## src/rtl/cbw_cfg_pkg.sv

```systemverilog
`timescale 1ns/1ps
package cbw_cfg_pkg;
    localparam int FRAME_BYTES = 31;
    localparam int IDX_W       = $clog2(FRAME_BYTES);
    localparam int CB_BASE     = 15;

    typedef enum logic [1:0] {
        ST_IDLE,
        ST_BODY,
        ST_FLUSH
    } state_t;

    typedef enum logic [1:0] {
        V_NONE,
        V_OK,
        V_ERR
    } verdict_t;

    typedef struct packed {
        logic        sig_bad;
        logic        desig_bad;
        logic        field_bad;
        logic        dir_rd;
        logic [31:0] len;
    } frame_flags_t;
endpackage

```

## src/rtl/cbw_field_check.sv

```systemverilog
`timescale 1ns/1ps
module cbw_field_check
    import cbw_cfg_pkg::*;
#(
    parameter logic [31:0] SIGNATURE  = 32'h43425355,
    parameter logic [7:0]  CFG_OPCODE = 8'h26,
    parameter logic [7:0]  MEM_SRC    = 8'h02
) (
    input  logic             clk,
    input  logic             rst_n,
    input  logic             take,
    input  logic [IDX_W-1:0] idx,
    input  logic [7:0]       data,
    input  logic [7:0]       designator,
    output frame_flags_t     flags_nxt
);
    frame_flags_t acc;
    frame_flags_t base;
    int unsigned  pos;

    always_comb begin
        pos       = 32'(idx);
        base      = (idx == '0) ? '0 : acc;
        flags_nxt = base;
        if (pos < 4) begin
            if (data != SIGNATURE[8*pos +: 8]) flags_nxt.sig_bad = 1'b1;
        end else if (pos >= 8 && pos <= 11) begin
            flags_nxt.len[8*(pos-8) +: 8] = data;
        end else if (pos == 12) begin
            flags_nxt.dir_rd = data[7];
        end else if (pos == CB_BASE) begin
            if (data != designator) flags_nxt.desig_bad = 1'b1;
        end else if (pos == CB_BASE + 1) begin
            if (data != CFG_OPCODE) flags_nxt.field_bad = 1'b1;
        end else if (pos == CB_BASE + 3) begin
            if (data != MEM_SRC) flags_nxt.field_bad = 1'b1;
        end else if (pos > CB_BASE + 1) begin
            if (data != 8'h00) flags_nxt.field_bad = 1'b1;
        end
    end

    always_ff @(posedge clk or negedge rst_n) begin
        if (!rst_n)    acc <= '0;
        else if (take) acc <= flags_nxt;
    end
endmodule

```

## src/rtl/cbw_frame_fsm.sv

```systemverilog
`timescale 1ns/1ps
module cbw_frame_fsm
    import cbw_cfg_pkg::*;
#(
    parameter int MAX_LEN = 255,
    parameter int LEN_W   = 8
) (
    input  logic             clk,
    input  logic             rst_n,
    input  logic             in_valid,
    input  logic             in_last,
    input  frame_flags_t     flags_nxt,
    output logic [IDX_W-1:0] idx,
    output logic             cmd_valid,
    output logic             cmd_err,
    output logic             cmd_read,
    output logic [LEN_W-1:0] cmd_len
);
    localparam logic [IDX_W-1:0] LAST_IDX = IDX_W'(FRAME_BYTES - 1);

    state_t           state, state_nxt;
    logic [IDX_W-1:0] idx_nxt;
    verdict_t         verdict, judge;

    always_comb begin
        if (idx != LAST_IDX)                                 judge = V_ERR;
        else if (flags_nxt.sig_bad)                          judge = V_ERR;
        else if (flags_nxt.desig_bad)                        judge = V_NONE;
        else if (flags_nxt.field_bad ||
                 flags_nxt.len > 32'(MAX_LEN))               judge = V_ERR;
        else                                                 judge = V_OK;
    end

    always_comb begin
        state_nxt = state;
        idx_nxt   = idx;
        verdict   = V_NONE;
        if (in_valid) begin
            unique case (state)
                ST_IDLE: begin
                    if (in_last) verdict = V_ERR;
                    else begin
                        state_nxt = ST_BODY;
                        idx_nxt   = IDX_W'(1);
                    end
                end
                ST_BODY: begin
                    if (in_last) begin
                        state_nxt = ST_IDLE;
                        idx_nxt   = '0;
                        verdict   = judge;
                    end else if (idx == LAST_IDX) begin
                        state_nxt = ST_FLUSH;
                        verdict   = V_ERR;
                    end else begin
                        idx_nxt = idx + IDX_W'(1);
                    end
                end
                ST_FLUSH: begin
                    if (in_last) begin
                        state_nxt = ST_IDLE;
                        idx_nxt   = '0;
                    end
                end
                default: begin
                    state_nxt = ST_IDLE;
                    idx_nxt   = '0;
                end
            endcase
        end
    end

    always_ff @(posedge clk or negedge rst_n) begin
        if (!rst_n) begin
            state <= ST_IDLE;
            idx   <= '0;
        end else begin
            state <= state_nxt;
            idx   <= idx_nxt;
        end
    end

    always_ff @(posedge clk or negedge rst_n) begin
        if (!rst_n) begin
            cmd_valid <= 1'b0;
            cmd_err   <= 1'b0;
            cmd_read  <= 1'b0;
            cmd_len   <= '0;
        end else begin
            cmd_valid <= (verdict == V_OK);
            cmd_err   <= (verdict == V_ERR);
            if (verdict == V_OK) begin
                cmd_read <= flags_nxt.dir_rd;
                cmd_len  <= flags_nxt.len[LEN_W-1:0];
            end
        end
    end
endmodule

```

## src/rtl/cbw_cfg_decoder.sv

```systemverilog
`timescale 1ns/1ps
module cbw_cfg_decoder
    import cbw_cfg_pkg::*;
#(
    parameter int          MAX_LEN    = 255,
    parameter logic [7:0]  CFG_OPCODE = 8'h26,
    parameter logic [7:0]  MEM_SRC    = 8'h02,
    parameter logic [31:0] SIGNATURE  = 32'h43425355,
    localparam int         LEN_W      = $clog2(MAX_LEN + 1)
) (
    input  logic             clk,
    input  logic             rst_n,
    input  logic             in_valid,
    input  logic [7:0]       in_data,
    input  logic             in_last,
    input  logic [7:0]       vend_code,
    output logic             cmd_valid,
    output logic             cmd_read,
    output logic [LEN_W-1:0] cmd_len,
    output logic             cmd_err
);
    logic [IDX_W-1:0] idx;
    frame_flags_t     flags_nxt;

    cbw_field_check #(
        .SIGNATURE (SIGNATURE),
        .CFG_OPCODE(CFG_OPCODE),
        .MEM_SRC   (MEM_SRC)
    ) u_fields (
        .clk       (clk),
        .rst_n     (rst_n),
        .take      (in_valid),
        .idx       (idx),
        .data      (in_data),
        .designator(vend_code),
        .flags_nxt (flags_nxt)
    );

    cbw_frame_fsm #(
        .MAX_LEN(MAX_LEN),
        .LEN_W  (LEN_W)
    ) u_fsm (
        .clk      (clk),
        .rst_n    (rst_n),
        .in_valid (in_valid),
        .in_last  (in_last),
        .flags_nxt(flags_nxt),
        .idx      (idx),
        .cmd_valid(cmd_valid),
        .cmd_err  (cmd_err),
        .cmd_read (cmd_read),
        .cmd_len  (cmd_len)
    );
endmodule

```

## config.mk

```make
export PLATFORM = sky130hd
export DESIGN_NAME = cbw_cfg_decoder
export DESIGN_NICKNAME = d
export VERILOG_FILES = /design/src/rtl/cbw_cfg_pkg.sv /design/src/rtl/cbw_field_check.sv /design/src/rtl/cbw_frame_fsm.sv /design/src/rtl/cbw_cfg_decoder.sv
export SDC_FILE = /design/constraint.sdc
export NUM_CORES = 1
export LEC_CHECK = 0
export ABC_AREA = 1
export BUFFER_PORTS_ARGS = -buffer_cell sky130_fd_sc_hd__buf_4
export CAP_MARGIN = 10
export CORE_MARGIN = 5
export CORE_UTILIZATION = 61
export CTS_CLUSTER_DIAMETER = 200
export CTS_CLUSTER_SIZE = 30
export DETAILED_ROUTE_END_ITERATION = 10
export GPL_TIMING_DRIVEN = 0
export MAX_ROUTING_LAYER = met4
export PLACE_DENSITY = 0.92
export SLEW_MARGIN = 10
export SYNTH_ARGS = -nofsm -noshare
export SYNTH_HDL_FRONTEND = slang
export SYNTH_HIERARCHICAL = 1
export SYNTH_SLANG_ARGS = --single-unit
```

## constraint.sdc

```tcl
create_clock -name clk -period 3.6 [get_ports clk]
set_input_delay 1.08 -clock clk [delete_from_list [all_inputs] [get_ports clk]]
set_output_delay 1.08 -clock clk [all_outputs]
set_load 0.01 [all_outputs]
```

Word level (Yosys, flattened, before mapping)
Cells that the tools add are included.
{ "word_totals": {"register_bits": 54, "output_inout_bits": 11, "input_bits": 20} }
{ "op_classes": {"eq_ne": 18, "n_lt_le_gt_ge": 5, "mux": 37, "n_reduce_logical": 7, "shifts": 3, "addsub": 3} }
{ "ops": {"columns": ["cell", "n"], "rows": [
  ["36-bit two-way mux", 1],
  ["35-bit two-way mux", 1],
  ["32-bit negator with 34-bit output", 1],
  ["8-bit by 34-bit variable shift with 32-bit output (first input constant)", 1],
  ["8-bit by 34-bit variable part select with 32-bit output", 1],
  ["32-bit bitwise mux", 1],
  ["32-bit by 8-bit greater-than comparator with 1-bit output (second input constant)", 1],
  ["32-bit two-way mux", 1],
  ["32-bit by 9-bit variable part select with 8-bit output (first input constant)", 1],
  ["2-bit two-way mux", 13],
  ["5-bit two-way mux", 4],
  ["8-bit != test", 2],
  ["5-bit == test (second input constant)", 3],
  ["5-bit case mux with 3 select lines", 1],
  ["1-bit two-way mux", 12],
  ["5-bit by 4-bit == test with 1-bit output (second input constant)", 2],
  ["8-bit by 2-bit != test with 1-bit output (second input constant)", 1],
  ["8-bit by 6-bit != test with 1-bit output (second input constant)", 1],
  ["4-bit AND reduction", 2],
  ["8-bit nonzero test", 1],
  ["2-bit case mux with 3 select lines", 1],
  ["5-bit by 4-bit subtractor with 6-bit output (second input constant)", 1],
  ["5-bit by 1-bit adder with 5-bit output (second input constant)", 1],
  ["5-bit by 4-bit greater-or-equal comparator with 1-bit output (second input constant)", 1],
  ["other kinds (15)", 18]
]} }

Depth between registers and ports, before layout
Gate-level depths: netlist (run 1).
{ "depth": {"word_depth": 20, "depth_mapped": 26} }

Cells and area by module
The synthesis (run 1) kept the hierarchy.
{ "by_module_without_submodules": {"columns": ["mod", "area_per_inst_um2", "n_inst", "seq_area_each_um2", "cells_each"], "rows": [
  ["cbw_field_check", 3090.5, 1, 900.9, 503],
  ["cbw_frame_fsm", 989.7, 1, 450.4, 129]
]} }

Worst setup path before layout (run 1)
No wires, ideal clock.
{ "synth_path": {"path_kind": "register to register", "startpoint": "reg u_fsm.idx[3]", "endpoint": "reg u_fsm.cmd_read", "synth_period_minus_slack_ns": 3.226, "t_arrival_ns": 3.109, "stages_incl_launch_ff": 23, "path_slack_ns": 0.374, "cell_sequence": "dfrtp_1 -> buf_4 -> inv_1 -> ha_1 -> inv_1 -> nand2_1 -> ha_1 -> nor2_1 -> nand2_1 -> nor2_1 -> nand3_2 -> nor2_4 -> buf_6 -> nand3_1 -> and2_1 -> nor2_1 -> nand3_1 -> nor2_1 -> nand3_1 -> inv_1 -> nand2_8 -> nand2_1 -> nand2_1"} }
{ "synth_rtl": {"columns": ["item", "line", "text"], "rows": [
  ["from (decl)", "cbw_frame_fsm.sv:13", "output logic [IDX_W-1:0] idx,"],
  ["from (signal assigned)", "cbw_frame_fsm.sv:79", "idx <= idx_nxt;"],
  ["to (signal assigned)", "cbw_frame_fsm.sv:93", "cmd_read <= flags_nxt.dir_rd;"],
  ["to (decl)", "cbw_frame_fsm.sv:16", "output logic cmd_read,"]
]} }

==> run_summary.xml, run 1 <==
<?xml version="1.0" encoding="UTF-8"?>
<metrics>
  <group name="synthesis">
    <metric name="post_synth_main_area_contributors" unit="">sky130_fd_sc_hd__dfrtp_1 (33%), sky130_fd_sc_hd__nand2_1 (23%), sky130_fd_sc_hd__nand3_1 (9.8%)</metric>
    <metric name="synthDominantCellAreaShare" unit="%">33.1</metric>
    <metric name="syn_area_per_cell" unit="µm²">6.46</metric>
    <metric name="yosys-top-cells-count" unit="">sky130_fd_sc_hd__nand2_1 (255), sky130_fd_sc_hd__nand3_1 (80), sky130_fd_sc_hd__inv_1 (68), sky130_fd_sc_hd__nor2_1 (61), sky130_fd_sc_hd__dfrtp_1 (54)</metric>
    <metric name="synth_ff_type" unit="">sky130_fd_sc_hd__dfrtp_1</metric>
    <metric name="synthArstFlopShare" unit="%">100</metric>
    <metric name="synth-seq-area-share" unit="%">33.1</metric>
    <metric name="post_synth_num_cell_types" unit="">36</metric>
    <metric name="syn-num-nets" unit="">668</metric>
    <metric name="synth_cells" unit="">632</metric>
    <metric name="muxShareOfSynthArea" unit="%">0</metric>
    <metric name="synth.cell_area" unit="µm²">4080</metric>
    <metric name="number_of_synthesized_flops_with_an_enable_pin" unit="">0</metric>
    <metric name="synth_compound_gate_area_share" unit="%">2.33</metric>
    <metric name="synth_xor_xnor_area_share" unit="%">1.72</metric>
    <metric name="synth_most_common_cell" unit="">sky130_fd_sc_hd__nand2_1</metric>
    <metric name="ys_ff_latch" unit="">54</metric>
    <metric name="post_synth_fa_ha_maj_area_fraction" unit="%">5.09</metric>
    <metric name="yosys_warnings" unit="">6</metric>
    <metric name="synth_top_family_by_area" unit="">simple AND/OR/NAND/NOR gates</metric>
    <metric name="synth_simple_gate_area_share" unit="%">48.6</metric>
    <metric name="synth_top_cell_by_area" unit="">sky130_fd_sc_hd__dfrtp_1</metric>
  </group>
  <group name="timing">
    <metric name="drv_slew" unit="">0</metric>
    <metric name="tns" unit="ns">0</metric>
    <metric name="finalClockSkew" unit="ns">0.00524</metric>
    <metric name="finalHoldViolations" unit="">0</metric>
    <metric name="fmaxAchievable" unit="MHz">294</metric>
    <metric name="layout_worst_path_cycle_share" unit="%">94.5</metric>
    <metric name="actual_slew_at_the_worst_max_slew_pin" unit="ns">0.697</metric>
    <metric name="layout_min_cycle_time" unit="ns">3.40</metric>
    <metric name="max_slew_margin" unit="%">53.6</metric>
    <metric name="finalSetupViolCount" unit="">0</metric>
  </group>
  <group name="critical_path">
    <metric name="cp.required" unit="ns">3.85</metric>
    <metric name="setup.worst_path.class" unit="">flop to flop</metric>
    <metric name="critical-path-max-stage-delay" unit="ns">0.45</metric>
    <metric name="kind_of_end_point_of_the_critical_path" unit="">flop</metric>
    <metric name="timing.critical_path.mode_cell" unit="">sky130_fd_sc_hd__nand2_1</metric>
    <metric name="crit_path_max_fanout" unit="">10</metric>
    <metric name="crit_path_start_kind" unit="">flop</metric>
    <metric name="cp_slowest_cell" unit="">sky130_fd_sc_hd__dfrtp_2</metric>
    <metric name="worst_ep_arrival" unit="ns">3.66</metric>
  </group>
  <group name="cts">
    <metric name="cts_inserted_buffers" unit="">5</metric>
    <metric name="h-tree-depth" unit="">2</metric>
    <metric name="tritoncts_clock_tree" unit="">yes</metric>
    <metric name="cts.sink_count" unit="">54</metric>
    <metric name="ctsLongestPathBuffers" unit="">2</metric>
    <metric name="path_clk_slew" unit="ns">0.10</metric>
    <metric name="clk_root_buffer_cell" unit="">sky130_fd_sc_hd__clkbuf_8</metric>
    <metric name="clkLatencyLatePin" unit="ns">0.31</metric>
  </group>
  <group name="floorplanning">
    <metric name="io_pins" unit="">31</metric>
    <metric name="die_footprint" unit="µm²">8420</metric>
    <metric name="initial_core_util" unit="%">63.5</metric>
    <metric name="die_height" unit="µm">91.8</metric>
    <metric name="std_cell_rows" unit="">29</metric>
    <metric name="die_width" unit="µm">91.8</metric>
    <metric name="core_region_area" unit="µm²">6420</metric>
  </group>
  <group name="route">
    <metric name="wl" unit="µm">11100</metric>
    <metric name="route.detailed.wl_per_inst" unit="µm">14.5</metric>
    <metric name="antenna_left" unit="">0</metric>
    <metric name="initialDrtViolationCount" unit="">455</metric>
    <metric name="detail_route.drc_violations" unit="">0</metric>
    <metric name="detail_route.first_pass.iterations" unit="">6</metric>
    <metric name="viasPerCell" unit="">5.61</metric>
    <metric name="total_via_count_after_detailed_routing" unit="">4267</metric>
  </group>
  <group name="job">
    <metric name="timing.max_cap.violations" unit="">0</metric>
  </group>
  <group name="place">
    <metric name="place.port_buffers" unit="">28</metric>
    <metric name="gp_congestion" unit="">1.02</metric>
    <metric name="detailed_place.area" unit="µm²">4390</metric>
    <metric name="hpwl" unit="µm">7750</metric>
  </group>
  <group name="global_route">
    <metric name="number_of_global_route_vias_before_repair" unit="">3884</metric>
    <metric name="grt_antenna_before_repair" unit="">0</metric>
    <metric name="global_route_wire_length_before_repair" unit="µm">17800</metric>
    <metric name="track_usage" unit="%">26.5</metric>
    <metric name="largest_net_degree_at_the_start_of_global_routing" unit="">55</metric>
    <metric name="grt_overflow" unit="">0</metric>
  </group>
  <group name="status">
    <metric name="status" unit="">completed</metric>
  </group>
  <group name="power">
    <metric name="leakage" unit="µW">0.00264</metric>
    <metric name="worst_ir_drop_vdd" unit="V">0.000330</metric>
    <metric name="power_per_cell_area" unit="nW/µm²">428</metric>
  </group>
  <group name="finish">
    <metric name="layout-drive-gt1-share" unit="%">16.7</metric>
    <metric name="num_antenna_cells" unit="">0</metric>
    <metric name="fin_nets" unit="">719</metric>
    <metric name="area_delta_synth_final" unit="%">15.1</metric>
    <metric name="design_area" unit="µm²">4700</metric>
  </group>
  <group name="min_path">
    <metric name="hp-class" unit="">flop to flop</metric>
  </group>
</metrics>
per-stage QoR:
stage | setup slack (ns) | power (µW) | hold WS [ns] | util (%) | instances
floorplan | 0.374 | 1300 | 0.449 | - | 632
global placement | -0.253 | 1490 | 0.461 | 68.3 | 737
detailed placement | -0.278 | 1510 | 0.465 | 68.3 | 737
CTS | 0.0166 | 1890 | 0.491 | 70.5 | 751
global route | -0.0178 | 2130 | 0.507 | 73.1 | 761
finish | 0.197 | 2010 | 0.489 | 73.1 | 761
layout by cell type, fill, tap and decap left out, drive strengths merged, types with 6 or more instances in the layout:
cell type    n
and2         9
dfrtp       54
clkbuf      16
nor2        67
ha          15
a21oi        9
buf         50
nand3       84
nand4        6
o21ai        7
nand2      262
inv         72
nor3        11
power by group:
group / total [µW] / internal, µW / leakage, µW / switching (µW)
clock: 351 / 138 / 0.0000452 / 213
sequential: 680 / 637 / 0.000738 / 43.2
combinational: 979 / 300 / 0.00185 / 679
total: 2010 / 1070 / 0.00264 / 935
what timing repair did:
| item | 4_1_cts | 5_1_grt |
|---|---|---|
| hold buffers | 0 | 0 |
| pin swaps | 1 | 7 |
| endpoints found under the setup margin | 11 | 11 |
| resized for setup | 6 | 33 |
| gates cloned | 0 | 1 |
| setup buffers | 6 | 9 |
cell families after synthesis:
family,after synthesis
xor gates and xnor gates,8
adders and majority gates,16
buffers and inverters,91
AOI/OAI and AO/OA,18
and+or+nand+nor,445
DFF,54
registers in the layout, indices dropped and copies added, names as in the netlist:
signal	flops
u_fsm/cmd_valid	1
u_fsm/cmd_err	1
u_fsm/idx	5
u_fsm/cmd_len	8
u_fsm/cmd_read	1
u_fields/acc	36
u_fsm/state	2
metal layers:
metal | vias to the layer above | wire (µm) | track usage [%]
li1 | 2068 | - | -
met1 | 1946 | 4630 | 34.4
met2 | 224 | 5220 | 42.3
met3 | 29 | 1010 | 4.01
met4 | 0 | 205 | 9.28
met5 | - | 0 | -
worst paths after layout:
kind | from | to | slack (ns) | depth (start not counted)
hold / removal | u_fsm/cmd_len[4] | u_fsm/cmd_len[4] | 0.49 | 2
hold reg to reg | u_fsm/cmd_len[4] | u_fsm/cmd_len[4] | 0.49 | 2
setup reg to reg | u_fsm/idx[1] | u_fsm/cmd_len[3] | 0.20 | 26
min in group asynchronous | rst_n | u_fsm/cmd_len[6] | 0.79 | 1
setup / recovery | u_fsm/idx[1] | u_fsm/cmd_len[3] | 0.20 | 26
max in group asynchronous | rst_n | u_fsm/idx[2] | 2.29 | 1
critical path, delay by kind of cell, from the launching register on:
| kind | cells | cell delay [ns] |
|---|---|---|
| and+or+nand+nor | 18 | 1.87 |
| adders and majority gates | 1 | 0.29 |
| DFF | 1 | 0.45 |
| buffers and inverters | 7 | 0.73 |
area by class of cell:
type / instances / area (µm²)
well taps: 77 / 96.3
clock inverters: 2 / 13.8
fillers: 526 / 1730
clock buffers: 6 / 72.6
plain buffers: 16 / 86.3
flip-flops and latches: 54 / 1360
inverters: 75 / 302
multi-input cells: 487 / 2440
repair buffers: 44 / 330
Note: power is estimated with default switching activity, not from simulation.
==> inputs of run 2 (changes only) <==
CORE_ASPECT_RATIO = 1.5   (was default)
GPL_TIMING_DRIVEN = default   (was 0)
==> run 2 against run 1 <==
Net effect: first-iteration DRC count is 16% lower; hold slack worse by 0.0018 ns; utilization shrank 0.91 points; cell count decreased by 2.0%; global-route usage decreased by 0.63 points; clock power up 41%; non-clock buffer count shrank 14; register-to-register slack hardly changed; worst setup slack better by 0.0071 ns; sequential power fell by 3.2%; via count decreased by 2.2%; critical endpoint is now u_fsm/cmd_len[5].
==> run_summary.xml, run 2 (synthesized netlist as in run 1, its figures left out) <==
<?xml version="1.0" encoding="UTF-8"?>
<metrics>
  <group name="timing">
    <metric name="max_slew_margin" unit="%">54.0</metric>
    <metric name="drv_slew" unit="">0</metric>
    <metric name="actual_slew_at_the_worst_max_slew_pin" unit="ns">0.690</metric>
    <metric name="layout_setup_ws" unit="ns">0.204</metric>
    <metric name="finalSetupViolCount" unit="">0</metric>
    <metric name="fmaxAchievable" unit="MHz">294</metric>
    <metric name="layout_min_cycle_time" unit="ns">3.40</metric>
    <metric name="tns" unit="ns">0</metric>
    <metric name="finalClockSkew" unit="ns">0.00447</metric>
    <metric name="hold-worst-slack" unit="ns">0.487</metric>
    <metric name="finalHoldViolations" unit="">0</metric>
    <metric name="layout_worst_path_cycle_share" unit="%">94.3</metric>
  </group>
  <group name="floorplanning">
    <metric name="initial_core_util" unit="%">62.5</metric>
    <metric name="core_region_area" unit="µm²">6530</metric>
    <metric name="die_height" unit="µm">110</metric>
    <metric name="io_pins" unit="">31</metric>
    <metric name="std_cell_rows" unit="">36</metric>
    <metric name="die_footprint" unit="µm²">8460</metric>
    <metric name="die_width" unit="µm">76.8</metric>
  </group>
  <group name="finish">
    <metric name="mostFrequentLayoutCells" unit="">sky130_fd_sc_hd__nand2_1 (250), sky130_fd_sc_hd__nand3_1 (78), sky130_fd_sc_hd__inv_1 (64), sky130_fd_sc_hd__nor2_1 (55), sky130_fd_sc_hd__dfrtp_1 (54)</metric>
    <metric name="area_delta_synth_final" unit="%">15.6</metric>
    <metric name="layout-drive-gt1-share" unit="%">15.4</metric>
    <metric name="max_flop_register" unit="">u_fields/acc</metric>
    <metric name="fin_nets" unit="">705</metric>
    <metric name="layout.cells.most_common" unit="">sky130_fd_sc_hd__nand2_1</metric>
    <metric name="postLayoutCoreUtil" unit="%">72.2</metric>
    <metric name="num_antenna_cells" unit="">0</metric>
    <metric name="biggestRegsByFlops" unit="">u_fields/acc x36, u_fsm/cmd_len x8, u_fsm/idx x5</metric>
    <metric name="final-instance-count-excl-fill" unit="">746</metric>
    <metric name="flip_flop_count_of_the_largest_register_all_copies_and_words_added" unit="">36</metric>
  </group>
  <group name="global_route">
    <metric name="largest_net_degree_at_the_start_of_global_routing" unit="">55</metric>
    <metric name="global_route_wire_length_before_repair" unit="µm">17400</metric>
    <metric name="track_usage" unit="%">25.8</metric>
    <metric name="grt_antenna_before_repair" unit="">0</metric>
    <metric name="grt_overflow" unit="">0</metric>
    <metric name="number_of_global_route_vias_before_repair" unit="">3768</metric>
  </group>
  <group name="job">
    <metric name="timing.max_cap.violations" unit="">0</metric>
  </group>
  <group name="place">
    <metric name="hpwl" unit="µm">7670</metric>
    <metric name="place.port_buffers" unit="">30</metric>
    <metric name="preCtsSetupSlack" unit="ns">0.117</metric>
    <metric name="placedCellCount" unit="">732</metric>
    <metric name="gp_congestion" unit="">0.934</metric>
  </group>
  <group name="power">
    <metric name="power_per_cell_area" unit="nW/µm²">451</metric>
    <metric name="pwr-share-seq" unit="%">30.9</metric>
    <metric name="worst_ir_drop_vdd" unit="V">0.000384</metric>
    <metric name="clock_power_share" unit="%">23.3</metric>
    <metric name="net_switching_power_of_the_design" unit="µW">893</metric>
    <metric name="power_frac_comb" unit="%">45.7</metric>
    <metric name="leakage" unit="µW">0.00265</metric>
    <metric name="internal-power" unit="µW">1230</metric>
    <metric name="switching_share" unit="%">42.0</metric>
  </group>
  <group name="route">
    <metric name="detail_route.drc_violations" unit="">0</metric>
    <metric name="viasPerCell" unit="">5.59</metric>
    <metric name="total_via_count_after_detailed_routing" unit="">4171</metric>
    <metric name="route.detailed.wl_per_inst" unit="µm">14.5</metric>
    <metric name="wl" unit="µm">10800</metric>
    <metric name="detail_route.first_pass.iterations" unit="">7</metric>
    <metric name="antenna_left" unit="">0</metric>
    <metric name="initialDrtViolationCount" unit="">381</metric>
  </group>
  <group name="critical_path">
    <metric name="critical_path.top_delay_family" unit="">simple AND/OR/NAND/NOR gates</metric>
    <metric name="critical_path.n_buffers_inverters" unit="">7</metric>
    <metric name="timing.critical_path.mode_cell" unit="">sky130_fd_sc_hd__nand2_1</metric>
    <metric name="cp.required" unit="ns">3.85</metric>
    <metric name="kind_of_end_point_of_the_critical_path" unit="">flop</metric>
    <metric name="worst_ep_arrival" unit="ns">3.65</metric>
    <metric name="cp_slowest_cell" unit="">sky130_fd_sc_hd__dfrtp_1</metric>
    <metric name="crit_path_start_kind" unit="">flop</metric>
    <metric name="setup.worst_path.class" unit="">flop to flop</metric>
    <metric name="crit_path_max_fanout" unit="">10</metric>
    <metric name="critical-path-max-stage-delay" unit="ns">0.41</metric>
  </group>
  <group name="cts">
    <metric name="clkLatencyLatePin" unit="ns">0.31</metric>
    <metric name="cts.sink_count" unit="">54</metric>
    <metric name="path_clk_slew" unit="ns">0.09</metric>
    <metric name="clk_root_buffer_cell" unit="">sky130_fd_sc_hd__clkbuf_8</metric>
    <metric name="tritoncts_clock_tree" unit="">yes</metric>
    <metric name="number_of_buffers_added_to_fix_hold_violations_after_cts" unit="">0</metric>
    <metric name="ctsLongestPathBuffers" unit="">2</metric>
    <metric name="h-tree-depth" unit="">2</metric>
    <metric name="cts_inserted_buffers" unit="">5</metric>
  </group>
  <group name="status">
    <metric name="status" unit="">completed</metric>
  </group>
  <group name="min_path">
    <metric name="hp-class" unit="">flop to flop</metric>
  </group>
</metrics>
-- run 2: cell types whose count changed in the layout (fill, tap and decap cells not counted), moves of 2 or more --
cell	change
sky130_fd_sc_hd__clkbuf_1	-11
sky130_fd_sc_hd__buf_4	-5
sky130_fd_sc_hd__dfrtp_1	+5
sky130_fd_sc_hd__dfrtp_2	-5
sky130_fd_sc_hd__buf_2	-3
sky130_fd_sc_hd__nand2_1	+3
sky130_fd_sc_hd__nand2_2	-3
sky130_fd_sc_hd__bufinv_16	+2
sky130_fd_sc_hd__clkbuf_16	+2
sky130_fd_sc_hd__clkinv_4	-2
-- run 2: worst reg2reg max path, cell delays in order, from the launching register on --
cell and delay, ns:
sky130_fd_sc_hd__dfrtp_1 0.41, sky130_fd_sc_hd__inv_2 0.10, sky130_fd_sc_hd__buf_6 0.16, sky130_fd_sc_hd__nand2_1 0.09, sky130_fd_sc_hd__inv_2 0.08, sky130_fd_sc_hd__nand2_1 0.08
sky130_fd_sc_hd__inv_1 0.09, sky130_fd_sc_hd__nand2_1 0.06, sky130_fd_sc_hd__ha_1 0.29, sky130_fd_sc_hd__nor2_1 0.10, sky130_fd_sc_hd__nand2_1 0.09, sky130_fd_sc_hd__nor2_4 0.16
sky130_fd_sc_hd__nand3_2 0.11, sky130_fd_sc_hd__nor2_4 0.23, sky130_fd_sc_hd__buf_12 0.16, sky130_fd_sc_hd__nand3_1 0.08, sky130_fd_sc_hd__and2_1 0.18, sky130_fd_sc_hd__nor2_1 0.12
sky130_fd_sc_hd__nand3_1 0.10, sky130_fd_sc_hd__nor2_2 0.15, sky130_fd_sc_hd__nand3_2 0.11, sky130_fd_sc_hd__inv_2 0.12, sky130_fd_sc_hd__nand2_8 0.10, sky130_fd_sc_hd__clkinv_8 0.08
sky130_fd_sc_hd__nand2_1 0.05, sky130_fd_sc_hd__nand2_1 0.06
-- run 2: final cells by class --
cell class	instances	area, µm²
repair buffers	46	408
inverters	75	294
well taps	76	95.1
fillers	513	1810
multi-input cells	487	2430
clock inverters	2	60.1
clock buffers	6	82.6
flip-flops and latches	54	1350
-- run 2: worst paths after layout --
path | endpoint | cells after the start | start | slack (ns)
hold reg to reg | u_fields/acc[35] | 2 | u_fields/acc[35] | 0.49
setup / recovery | u_fsm/cmd_len[5] | 25 | u_fsm/idx[0] | 0.20
setup reg to reg | u_fsm/cmd_len[5] | 25 | u_fsm/idx[0] | 0.20
hold / removal | u_fields/acc[35] | 2 | u_fields/acc[35] | 0.49
min in group asynchronous | u_fsm/idx[3] | 1 | rst_n | 0.80
max in group asynchronous | u_fsm/cmd_valid | 1 | rst_n | 2.34
-- run 2: power groups by stage --
stage / combinational, µW / sequential, µW / clock (µW)
floorplan: 614 / 689 / 0
global route: 1060 / 662 / 531
CTS: 891 / 654 / 502
global placement: 879 / 664 / 0
detailed placement: 887 / 666 / 0
finish: 972 / 658 / 495
-- run 2: layer usage --
metal / wire [µm] / vias up / GRT usage [%]
li1: - / 2038 / -
met1: 4310 / 1937 / 30.6
met2: 5710 / 171 / 44.9
met3: 510 / 25 / 3.41
met4: 278 / 0 / 9.63
met5: 0 / - / -
-- run 2: through the flow --
step | instance area (µm²) | power (µW)
after floorplan | 4080 | 1300
final | 4720 | 2130
after detailed placement | 4410 | 1550
after CTS | 4550 | 2050
after global routing | 4720 | 2250
after global placement | 4410 | 1540
-- run 2: repair_timing --
action | CTS | global route
resized for setup | 0 | 27
buffers inserted | 0 | 3
setup endpoints to repair | 0 | 11
hold endpoints to repair | 0 | 0
==> inputs of run 3 (changes only) <==
CORE_UTILIZATION = 55   (was 61)
GPL_TIMING_DRIVEN = 0   (was default)
PLACE_DENSITY = 0.88   (was 0.92)
SLEW_MARGIN = 25   (was 10)
clock period = 3 ns   (was 3.6 ns; I/O delays follow)
==> run 3 against run 2 <==
Net effect: the flow now finishes with violations (setup timing); cell area increased by 8.7%; clock power is 5.1% higher; combinational power up 43%; sequential power is 23% higher; register-to-register slack got worse by 0.61 ns; clock-buffer cell count down 1; non-clock buffer count up 26; cell count increased by 7.1%; power rose by 28%; routed wire length rose by 16%; die area increased by 9.7%.
==> run_summary.xml, run 3 (synthesized netlist as in run 1, its figures left out) <==
<?xml version="1.0" encoding="UTF-8"?>
<metrics>
  <group name="timing">
    <metric name="actual_slew_at_the_worst_max_slew_pin" unit="ns">0.695</metric>
    <metric name="layout_min_cycle_time" unit="ns">3.40</metric>
    <metric name="finalSetupViolCount" unit="">11</metric>
    <metric name="finalClockSkew" unit="ns">0.0218</metric>
    <metric name="fmaxAchievable" unit="MHz">294</metric>
    <metric name="layout_worst_path_cycle_share" unit="%">113</metric>
    <metric name="finalHoldViolations" unit="">0</metric>
    <metric name="grt_setup_unrepaired" unit="">true</metric>
    <metric name="drv_slew" unit="">0</metric>
    <metric name="layout_setup_ws" unit="ns">-0.403</metric>
    <metric name="max_slew_margin" unit="%">53.7</metric>
  </group>
  <group name="critical_path">
    <metric name="kind_of_end_point_of_the_critical_path" unit="">flop</metric>
    <metric name="worstReg2RegStart" unit="">u_fsm/idx[1]</metric>
    <metric name="worstReg2RegEnd" unit="">u_fsm/cmd_read</metric>
    <metric name="crit_path_max_fanout" unit="">6</metric>
    <metric name="worst_ep_arrival" unit="ns">3.68</metric>
    <metric name="timing.reg2reg.worst_path_depth" unit="">23</metric>
    <metric name="setup.worst_path.class" unit="">flop to flop</metric>
    <metric name="cp.required" unit="ns">3.27</metric>
    <metric name="worst_r2r_setup_slack" unit="ns">-0.40</metric>
    <metric name="crit_path_start_kind" unit="">flop</metric>
  </group>
  <group name="cts">
    <metric name="ctsLongestPathBuffers" unit="">2</metric>
    <metric name="clk_root_buffer_cell" unit="">sky130_fd_sc_hd__clkbuf_8</metric>
    <metric name="path_clk_slew" unit="ns">0.12</metric>
    <metric name="cts_inserted_buffers" unit="">5</metric>
    <metric name="cts.sink_count" unit="">54</metric>
    <metric name="clkLatencyLatePin" unit="ns">0.34</metric>
    <metric name="tritoncts_clock_tree" unit="">yes</metric>
    <metric name="h-tree-depth" unit="">2</metric>
  </group>
  <group name="global_route">
    <metric name="track_usage" unit="%">28.0</metric>
    <metric name="largest_net_degree_at_the_start_of_global_routing" unit="">55</metric>
    <metric name="global_route_wire_length_before_repair" unit="µm">20000</metric>
    <metric name="grt_antenna_before_repair" unit="">0</metric>
    <metric name="number_of_global_route_vias_before_repair" unit="">4361</metric>
    <metric name="grt_overflow" unit="">0</metric>
  </group>
  <group name="route">
    <metric name="initialDrtViolationCount" unit="">396</metric>
    <metric name="wl" unit="µm">12600</metric>
    <metric name="total_via_count_after_detailed_routing" unit="">4482</metric>
    <metric name="detail_route.first_pass.iterations" unit="">5</metric>
    <metric name="viasPerCell" unit="">5.61</metric>
    <metric name="detail_route.drc_violations" unit="">0</metric>
    <metric name="antenna_left" unit="">0</metric>
    <metric name="route.detailed.wl_per_inst" unit="µm">15.7</metric>
  </group>
  <group name="floorplanning">
    <metric name="initial_core_util" unit="%">56.5</metric>
    <metric name="die_height" unit="µm">115</metric>
    <metric name="die_width" unit="µm">80.3</metric>
    <metric name="die_footprint" unit="µm²">9280</metric>
    <metric name="io_pins" unit="">31</metric>
    <metric name="core_region_area" unit="µm²">7230</metric>
    <metric name="std_cell_rows" unit="">38</metric>
  </group>
  <group name="finish">
    <metric name="fin_nets" unit="">734</metric>
    <metric name="design_area" unit="µm²">5130</metric>
    <metric name="area_delta_synth_final" unit="%">25.7</metric>
    <metric name="layout.cells.most_common" unit="">sky130_fd_sc_hd__nand2_1</metric>
    <metric name="postLayoutCoreUtil" unit="%">71.0</metric>
    <metric name="mostFrequentLayoutCells" unit="">sky130_fd_sc_hd__nand2_1 (231), sky130_fd_sc_hd__nand3_1 (68), sky130_fd_sc_hd__inv_1 (57), sky130_fd_sc_hd__buf_4 (52), sky130_fd_sc_hd__nor2_1 (52)</metric>
    <metric name="biggestRegsByFlops" unit="">u_fields/acc x36, u_fsm/cmd_len x8, u_fsm/idx x5</metric>
    <metric name="max_flop_register" unit="">u_fields/acc</metric>
    <metric name="layout-drive-gt1-share" unit="%">24.6</metric>
    <metric name="flip_flop_count_of_the_largest_register_all_copies_and_words_added" unit="">36</metric>
    <metric name="num_antenna_cells" unit="">0</metric>
  </group>
  <group name="status">
    <metric name="status" unit="">finished, violations left</metric>
    <metric name="violated_checks" unit="">setup timing</metric>
  </group>
  <group name="place">
    <metric name="preCtsSetupSlack" unit="ns">-0.664</metric>
    <metric name="gp_congestion" unit="">0.954</metric>
    <metric name="place.port_buffers" unit="">28</metric>
    <metric name="hpwl" unit="µm">7960</metric>
    <metric name="detailed_place.area" unit="µm²">4440</metric>
  </group>
  <group name="min_path">
    <metric name="hp-class" unit="">flop to flop</metric>
    <metric name="worst_hold_startpoint" unit="">u_fields/acc[12]</metric>
    <metric name="holdPathEnd" unit="">u_fields/acc[12]</metric>
    <metric name="hold_depth" unit="">2</metric>
  </group>
  <group name="power">
    <metric name="leakage" unit="µW">0.00278</metric>
    <metric name="worst_ir_drop_vdd" unit="V">0.000464</metric>
    <metric name="power_per_cell_area" unit="nW/µm²">531</metric>
  </group>
  <group name="job">
    <metric name="timing.max_cap.violations" unit="">0</metric>
  </group>
</metrics>
==> run 3: how the worst max path moves through the flow <==
stage                     slack, ns  cells after the start              to    startpoint
after floorplan               0.002                     23  u_fsm/cmd_read  u_fsm/idx[3]
after global placement        -0.66                     23  u_fsm/cmd_read  u_fsm/idx[0]
after detailed placement      -0.66                     23  u_fsm/cmd_read  u_fsm/idx[3]
after CTS                     -0.33                     23  u_fsm/cmd_read  u_fsm/idx[1]
after global routing          -0.56                     26  u_fsm/cmd_read  u_fsm/idx[1]
final                         -0.40                     23  u_fsm/cmd_read  u_fsm/idx[1]
==> run 3: per-layer routing <==
metal	up-vias	share of wire [%]	track usage, %
met5	-	0	-
met4	0	5.2	16.0
met3	72	6.4	4.82
met2	220	52	48.7
met1	2089	36	29.7
li1	2101	-	-
==> run 3: where the power goes <==
group	internal, µW	total [µW]	switching (µW)	leakage, µW
logic	442	1390	952	0.00199
registers	764	810	46.0	0.000738
clock network	249	520	271	0.0000504
==> run 3: cell type report <==
cell class	instances	area [µm²]
multi-input cells	488	2680
fillers	562	2100
flip-flops and latches	54	1360
repair buffers	56	435
inverters	75	314
well taps	100	125
plain buffers	16	86.3
clock buffers	5	68.8
clock inverters	3	45.0
repair inverters	2	18.8
==> run 3: repair_timing <==
item | 4_1_cts | 5_1_grt
pin swaps | 23 | 24
setup endpoints to repair | 11 | 11
resized for setup | 56 | 40
gates cloned | 4 | 0
hold buffers | 0 | 0
buffers inserted | 19 | 8
==> run 3: critical path, cell delays in order (launching register included) <==
cell	delay, ns
sky130_fd_sc_hd__dfrtp_2	0.48
sky130_fd_sc_hd__inv_2	0.09
sky130_fd_sc_hd__ha_4	0.14
sky130_fd_sc_hd__nand2_4	0.06
sky130_fd_sc_hd__inv_4	0.06
sky130_fd_sc_hd__nand2_2	0.05
sky130_fd_sc_hd__fa_1	0.49
sky130_fd_sc_hd__inv_1	0.10
sky130_fd_sc_hd__nand2_2	0.07
sky130_fd_sc_hd__nor2_4	0.15
sky130_fd_sc_hd__nand3_2	0.10
sky130_fd_sc_hd__nor2_4	0.23
sky130_fd_sc_hd__buf_6	0.18
sky130_fd_sc_hd__nand3_2	0.08
sky130_fd_sc_hd__and2_1	0.18
sky130_fd_sc_hd__nor2_1	0.12
sky130_fd_sc_hd__nand3_2	0.10
sky130_fd_sc_hd__nor2_2	0.11
sky130_fd_sc_hd__nand3_2	0.13
sky130_fd_sc_hd__clkinv_4	0.11
sky130_fd_sc_hd__nand2_8	0.11
sky130_fd_sc_hd__clkinv_8	0.10
sky130_fd_sc_hd__nand2_4	0.05
sky130_fd_sc_hd__nand2_2	0.06
==> run 3: stage by stage <==
step	total power, µW	TNS, ns	cells	hold slack [ns]
CTS	2550	-3.37	791	0.491
detailed placement	1870	-6.80	760	0.465
global placement	1840	-6.65	760	0.461
global route	2870	-5.86	799	0.511
floorplan	1590	0	632	0.449
finish	2730	-4.16	799	0.486
